[src/rtl/eyesel_pkg.sv]
package eyesel_pkg;
  localparam int unsigned PHASES        = 8;
  localparam int unsigned DEFAULT_PHASE = 4;

  // A sample is trusted only when it sits clearly on one side of the window
  function automatic logic qualify(input logic hi, input logic lo);
    return hi ^ lo;
  endfunction
endpackage

[src/rtl/eyesel_tally.sv]
module eyesel_tally #(
  parameter int unsigned INTERVAL = 64,
  parameter int unsigned CW       = 7
) (
  input  logic          clk,
  input  logic          rst,
  input  logic          stb,
  input  logic          hit,
  input  logic          wrap,
  output logic [CW-1:0] cnt_fin
);
  logic [CW-1:0] cnt_q;

  always_ff @(posedge clk) begin
    if (rst)       cnt_q <= '0;
    else if (stb)  cnt_q <= wrap ? '0 : cnt_q + CW'(hit);
  end

  assign cnt_fin = cnt_q + CW'(hit);

  AST_NO_OVERFLOW: assert property (@(posedge clk) disable iff (rst)
    cnt_q <= CW'(INTERVAL - 1));
  AST_TALLY_IDLE: assert property (@(posedge clk) disable iff (rst)
    !stb |=> $stable(cnt_q));
endmodule

[src/rtl/eyesel_vote.sv]
module eyesel_vote #(
  parameter int unsigned NPH = 8,
  parameter int unsigned CW  = 7,
  parameter int unsigned PW  = 3
) (
  input  logic [NPH-1:0][CW-1:0] cnt,
  output logic [PW-1:0]          win,
  output logic                   any
);
  logic [CW-1:0] best;

  // strict greater-than keeps the lowest index on ties
  always_comb begin
    best = cnt[0];
    win  = '0;
    any  = (cnt[0] != '0);
    for (int i = 1; i < int'(NPH); i++) begin
      if (cnt[i] != '0) any = 1'b1;
      if (cnt[i] > best) begin
        best = cnt[i];
        win  = PW'(i);
      end
    end
  end
endmodule

[src/rtl/eye_phase_pick.sv]
module eye_phase_pick #(
  parameter int unsigned NPH      = eyesel_pkg::PHASES,
  parameter int unsigned INTERVAL = 64,
  parameter int unsigned HOME     = eyesel_pkg::DEFAULT_PHASE,
  localparam int unsigned PW      = $clog2(NPH),
  localparam int unsigned CW      = $clog2(INTERVAL + 1),
  localparam int unsigned BW      = (INTERVAL > 1) ? $clog2(INTERVAL) : 1
) (
  input  logic           clk,
  input  logic           rst,
  input  logic           bit_stb,
  input  logic [NPH-1:0] above_hi,
  input  logic [NPH-1:0] below_lo,
  input  logic [NPH-1:0] smp,
  output logic           rx_bit,
  output logic [PW-1:0]  phase_sel,
  output logic           phase_vld
);
  logic [NPH-1:0]          hit_w;
  logic [NPH-1:0][CW-1:0]  fin_w;
  logic [BW-1:0]           bit_q;
  logic                    bnd_w;
  logic [PW-1:0]           win_w;
  logic                    any_w;
  logic [PW-1:0]           sel_q;

  // interval position
  assign bnd_w = bit_stb && (bit_q == BW'(INTERVAL - 1));

  always_ff @(posedge clk) begin
    if (rst)          bit_q <= '0;
    else if (bit_stb) bit_q <= bnd_w ? '0 : bit_q + 1'b1;
  end

  // per-phase qualification and tallies
  for (genvar i = 0; i < int'(NPH); i++) begin : g_phase
    assign hit_w[i] = eyesel_pkg::qualify(above_hi[i], below_lo[i]);
    eyesel_tally #(.INTERVAL(INTERVAL), .CW(CW)) u_tally (
      .clk(clk), .rst(rst), .stb(bit_stb), .hit(hit_w[i]),
      .wrap(bnd_w), .cnt_fin(fin_w[i]));
  end

  eyesel_vote #(.NPH(NPH), .CW(CW), .PW(PW)) u_vote (
    .cnt(fin_w), .win(win_w), .any(any_w));

  // selection, boundary pulse and recovered data
  always_ff @(posedge clk) begin
    if (rst) begin
      sel_q     <= PW'(HOME);
      phase_vld <= 1'b0;
      rx_bit    <= 1'b0;
    end else begin
      phase_vld <= bnd_w;
      if (bnd_w && any_w) sel_q <= win_w;
      if (bit_stb)        rx_bit <= smp[sel_q];
    end
  end

  assign phase_sel = sel_q;

  AST_SEL_HOLD: assert property (@(posedge clk) disable iff (rst)
    !bnd_w |=> $stable(phase_sel));
  AST_VLD_ON_BOUNDARY: assert property (@(posedge clk) disable iff (rst)
    bnd_w |=> phase_vld);
  AST_VLD_QUIET: assert property (@(posedge clk) disable iff (rst)
    !bnd_w |=> !phase_vld);
  AST_KEEP_EMPTY: assert property (@(posedge clk) disable iff (rst)
    bnd_w && !any_w |=> $stable(phase_sel));
  AST_RX_SOURCE: assert property (@(posedge clk) disable iff (rst)
    !$past(rst) && $past(bit_stb) |-> rx_bit == $past(smp[sel_q]));
endmodule

[config.mk]
export PLATFORM = sky130hd
export DESIGN_NAME = eye_phase_pick
export DESIGN_NICKNAME = d
export VERILOG_FILES = /design/src/rtl/eyesel_pkg.sv /design/src/rtl/eyesel_tally.sv /design/src/rtl/eyesel_vote.sv /design/src/rtl/eye_phase_pick.sv
export SDC_FILE = /design/constraint.sdc
export NUM_CORES = 1
export LEC_CHECK = 0
export ABC_AREA = 1
export BUFFER_PORTS_ARGS = -buffer_cell sky130_fd_sc_hd__buf_2
export CAP_MARGIN = 20
export CORE_ASPECT_RATIO = 0.5
export CORE_UTILIZATION = 66
export DETAILED_ROUTE_END_ITERATION = 10
export PLACE_DENSITY = 0.94
export SYNTH_ARGS = -nofsm -noshare
export SYNTH_HDL_FRONTEND = slang
export SYNTH_HIERARCHICAL = 1
export SYNTH_SLANG_ARGS = --single-unit
[constraint.sdc]
create_clock -name clk -period 20.5 [get_ports clk]
set_input_delay 1.025 -clock clk [delete_from_list [all_inputs] [get_ports clk]]
set_output_delay 1.025 -clock clk [all_outputs]
set_load 0.03 [all_outputs]
* Word-level counts from Yosys, hierarchy flattened
Cells that the tools add are included.
** Storage, ports and cells
- Bits in registers :: 67
- Logic and storage cells :: 79
- Output and inout port bits :: 5
- Bits of input ports :: 27
** Operators by class
- Reductions and logical operators :: 10
- Muxes and demuxes :: 31
- Bitwise operators :: 8
- Eq/ne operators :: 1
- Order comparisons :: 8
- Add/subtract/negate cells :: 9
** Operators with widths (count)
- $mux W7 :: 14
- $add A7 B1 Y7 :: 8
- $reduce_bool A7 Y1 :: 8
- $gt A7 B7 Y1 :: 7
- $mux W3 :: 4
- $mux W1 :: 9
- $xor A1 B1 Y1 :: 8
- $add A6 B1 Y6 const B :: 1
- $eq A6 B6 Y1 const B :: 1
- $mux W6 :: 1
- $lt A3 B4 Y1 const B :: 1
- $mux W2 :: 2
- $bmux W1 S3 :: 1
- $logic_and A1 B1 Y1 :: 2

* Logic depth before layout (Yosys ltp)
- Depth in word-level cells :: 16
- Mapped depth :: 77
- Gate-level depth less buffers :: 72

* Cells and area by module
The synthesis kept the hierarchy.
** By module, submodules not included
- eyesel_tally :: times used 8, cells an instance 51, area an instance 389.1 um^2, sequential area each 140.1 um^2
- eyesel_vote :: times used 1, cells an instance 334, area an instance 2085.8 um^2, sequential area each 0.0 um^2
- eye_phase_pick :: times used 1, cells an instance 93, area an instance 648.1 um^2, sequential area each 220.2 um^2

* Worst setup path before layout
OpenSTA, ideal clock, no wires.
- Path kind :: input to register
- Start :: input above_hi[0]
- End :: register sel_q[2], in the netlist phase_sel[2]
- Required time :: 20.379 ns
- Path slack :: 10.571 ns
- Setup time :: 0.121 ns
- Stages on the path :: 75
- Arrival :: 9.808 ns
- Buffers on the path :: 5
- Cells stage by stage :: xor2_1 > ha_1 > ha_1 > nand2_1 > nor2_1 > nand3_1 > nand2_1 > inv_1 > ha_1 > nand2_2 > inv_1 > a21oi_2 > nand2_4 > nand2_2 > buf_4 > nand2_1 > o21ai_0 > ha_1 > (+39 left out) > o21ai_0 > nand2_1 > o2111ai_1 > nand2_1 > buf_2 > inv_1 > nand2_1 > nand2_1 > ha_1 > a21oi_1 > o21ai_0 > nor3b_1 > o2bb2ai_1 > nand2_1 > inv_1 > nand2_1 > nand3_1 > nand3_1
** RTL lines
- start, declared :: RTL line eye_phase_pick.sv:12 : input logic [NPH-1:0] above_hi,
- end signal, assigned :: RTL line eye_phase_pick.sv:49 : sel_q <= PW'(HOME);
- end signal, assigned :: RTL line eye_phase_pick.sv:54 : if (bnd_w && any_w) sel_q <= win_w;
- end, declared :: RTL line eye_phase_pick.sv:25 : logic [PW-1:0] sel_q;

==> implementation parameters <==
Parameter                              Value

Timing
  Worst-margin pin slew    approximately 0.73 ns
  Final TNS setup    0 ns
  Top achievable clock speed    about 88 MHz
  Hold violation total from the final report    0
  Max-slew headroom    between 50% and 60%
  RSZ-0062 raised after global routing    false
  Final count of negative-setup-slack endpoints    0
  Final critical path time including I/O delays and setup    between 10 and 15 ns
  Hold Worst Slack    approximately 0.47 ns
  Final period utilization    ~55%
  Post-route clock skew    0.00574 ns
  Count of pins over their slew limit    0

Floorplanning
  I/O pin total    32
  Core area    between 8000 and 9000 µm²
  Die width    about 140 µm
  Cell Rows    23
  Full die area    9260 µm²
  Y dimension of the die    slightly below 70 µm
  Initial standard-cell utilization of the core    70.5%

Yosys
  Cells after synthesis    around 840
  Fraction of registers with async set or reset after synthesis    0%
  Total nets after synthesis    924
  Library cells used by synthesis    43
  Dominant cell type by area after synthesis    dfxtp_1
  Top cells by instance count after synthesis    228 x nand2_1, 90 x inv_1, 71 x a21oi_1
  Dominant cells by area after synthesis    dfxtp_1 23%, nand2_1 15%, ha_1 13%, a21oi_1 6.1%, inv_1 5.8%
  Seq/Total Area, Yosys    22.9%
  Mapped cell area    between 5000 and 6000 µm²
  Most common cell in the synthesized netlist    nand2_1
  Number of synthesized flops with an enable pin    0
  Fraction of synthesized cell area taken by the top area cell type    22.9%
  Flip-flop cell with the highest count after synthesis    dfxtp_1
  Avg Synthesized Cell Area    around 7 µm²
  Number of synthesized register bits    67
  Ys Warns    6

Critical path
  Worst setup path class    in -> reg
  Worst endpoint required time    roughly 21 ns
  WP data arrival    around 12 ns
  Slack of the worst reg-to-reg path    9.77 ns
  Startpoint of the most critical register-to-register path    g_phase[0].u_tally/cnt_q[0]$_SDFFE_PP0P_
  Crit Reg-Reg Endpoint    phase_sel[1]$_SDFFE_PP0P_
  Cell at the slowest stage of the critical path    o21ai_0
  Most repeated library cell on the critical path    nand2_1
  FF-to-FF path depth    64
  Crit Path Max Fanout    14
  Startpoint type of the worst setup path    input pin
  Longest individual stage delay on the worst path    0.46 ns
  Kind of end point of the critical path    flop

Clock tree
  Skew-Pair Late Insertion Delay    0.34 ns
  # hold bufs at CTS    0
  Total clock buffers created by CTS    9
  Post CTS Setup Buffer Count    0
  Clock transition time at the flip-flop clock pins of the worst setup and hold paths    roughly 0.05 ns
  Total clock sinks    67
  CTS resizes    0
  Htree depth    3
  Clock Tree Buf Depth    2
  Clock tree from TritonCTS    done
  Clock root cell    clkbuf_16

Cells and area
  Summed area of non-filler cells in the final layout    ~6400 µm²
  Layout cells sized above 1    roughly 15%
  Post-synthesis to final-layout area growth    9.50%
  # nets final    between 900 and 1000
  Count of inserted antenna diode cells    0
  Count of non-filler cells in the finished layout    between 900 and 1000
  Filler cell count in the final layout    around 610

Min path
  Beginning of the worst hold path    g_phase[3].u_tally/cnt_q[6]$_SDFFE_PP0P_
  Min-Delay Path Depth    2
  Hold/Removal Path Class    reg -> reg
  Endpoint of the worst hold-timing path    g_phase[3].u_tally/cnt_q[6]$_SDFFE_PP0P_

Route
  DRC violation count after routing    0
  Wire length per cell after detailed routing    about 16 µm
  Vias after detailed routing    just under 6000
  Via/cell ratio    5.98
  DR pass1 iterations    5
  Routed wire length    between 15 and 20 mm
  Antenna viol nets, final    0
  Number of DRC violations after detailed-routing iteration 0    614

Power
  Peak VDD IR    0.137 mV
  Leak pwr    between 0.002 and 0.003 µW
  Cell area power density    191 nW/µm²
  Total power    1220 µW

Placed design
  Area after DPL    roughly 6000 µm²
  Detailed Place HPWL    11.6 mm
  Total instance count after detailed placement    between 900 and 1000
  Gp weighted congestion    1.01
  Buffers on Ports    31

GRT
  Overall fraction of global-route tracks in use    34.9%
  Initial antenna violation count    0
  Global-route wire length before repair    around 25 mm
  Number of global-route vias before repair    about 5200
  Leftover overflow at the end of global routing    0
  Maximum number of pins on one net before global-route repair    63

Run status
  Run status    finished clean

Run
  Max-cap violation count    0
==> metal layers <==
| layer | share of wire [%] | GRT usage [%] | vias to the layer above |
|---|---|---|---|
| met4 | 2.6 | 14.9 | 0 |
| met3 | 8.5 | 7.97 | 42 |
| li1 | - | - | 2860 |
| met2 | 44 | 57.6 | 303 |
| met5 | 0 | 0 | - |
| met1 | 45 | 44.7 | 2709 |
==> sequential cells by signal, indices dropped and copies added (netlist names) <==
register               cells
bit_q                      6
phase_vld                  1
rx_bit                     1
g_phase.u_tally/cnt_q     56
phase_sel                  3
==> report_power, final <==
group / switching [µW] / internal (µW) / total, µW
Combinational: 602 / 335 / 938
Clock: 58.2 / 92.4 / 151
Sequential: 1.94 / 133 / 135
Total: 662 / 561 / 1220
==> critical path, delay by kind of cell <==
family / cells / cell delay (ns)
AO/OA/AOI/OAI: 15 / 2.84
adder cells (fa/ha/maj): 9 / 2.70
XOR/XNOR: 1 / 0.16
buffers and inverters: 8 / 0.71
AND/OR/NAND/NOR: 33 / 4.15
==> cell usage in the layout, fill, tap and decap left out, drive strengths merged <==
| cell | n |
|---|---|
| o2111ai | 1 |
| buf | 33 |
| clkbuf | 9 |
| nor3b | 2 |
| a21boi | 1 |
| nor2 | 42 |
| nand2 | 251 |
| and2 | 14 |
| clkinv | 4 |
| dfxtp | 67 |
| xnor2 | 16 |
| o21a | 4 |
| clkinvlp | 1 |
| xor2 | 16 |
| nand3b | 3 |
| nand3 | 85 |
| a21oi | 80 |
| o2bb2ai | 1 |
| inv | 94 |
| or2 | 3 |
| nor3 | 3 |
| o21bai | 8 |
| ha | 62 |
| and3 | 7 |
| o21ai | 38 |
| nor4 | 13 |
| bufinv | 1 |
| a21o | 4 |
| nand4 | 14 |
==> how the worst max path moves through the flow <==
stage	slack (ns)	to	start	cells past startpoint
detailed placement	9.28	phase_sel[1]$_SDFFE_PP0P_	below_lo[0]	66
global placement	9.75	phase_sel[1]$_SDFFE_PP0P_	below_lo[0]	63
floorplan	10.57	phase_sel[2]$_SDFFE_PP1P_	above_hi[0]	75
CTS	9.48	phase_sel[1]$_SDFFE_PP0P_	below_lo[0]	66
finish	9.13	phase_sel[1]$_SDFFE_PP0P_	below_lo[0]	66
global route	8.49	phase_sel[1]$_SDFFE_PP0P_	below_lo[0]	67
==> cell type report <==
class                      instances  area, µm²  area share (%)
clock inverter                     6       57.6           0.899
timing repair buffer              33        170            2.66
sequential                        67       1340            20.9
tap                              112        140            2.19
multi-input combinational        668       4110            64.2
inverter                          94        355            5.55
clock buffer                       9        225            3.52
==> cells by family (layout without fill, tap and decap cells) <==
kind of cell | Yosys count | in the layout | share of synthesized area, %
buffers and inverters | 100 | 142 | 6.72
AOI/OAI and AO/OA | 137 | 137 | 13.2
xor gates and xnor gates | 32 | 32 | 5.82
DFF | 67 | 67 | 22.9
adders and majority gates | 62 | 62 | 13.3
and+or+nand+nor | 437 | 437 | 38.0
==> metrics by stage <==
step                      setup slack, ns  utilization [%]
after detailed placement             9.28             73.8
after global routing                 8.49             77.2
after global placement               9.75             73.8
after CTS                            9.48             77.2
final                                9.13             77.2
after floorplan                     10.57                -
(Power assumes the default switching activity.)
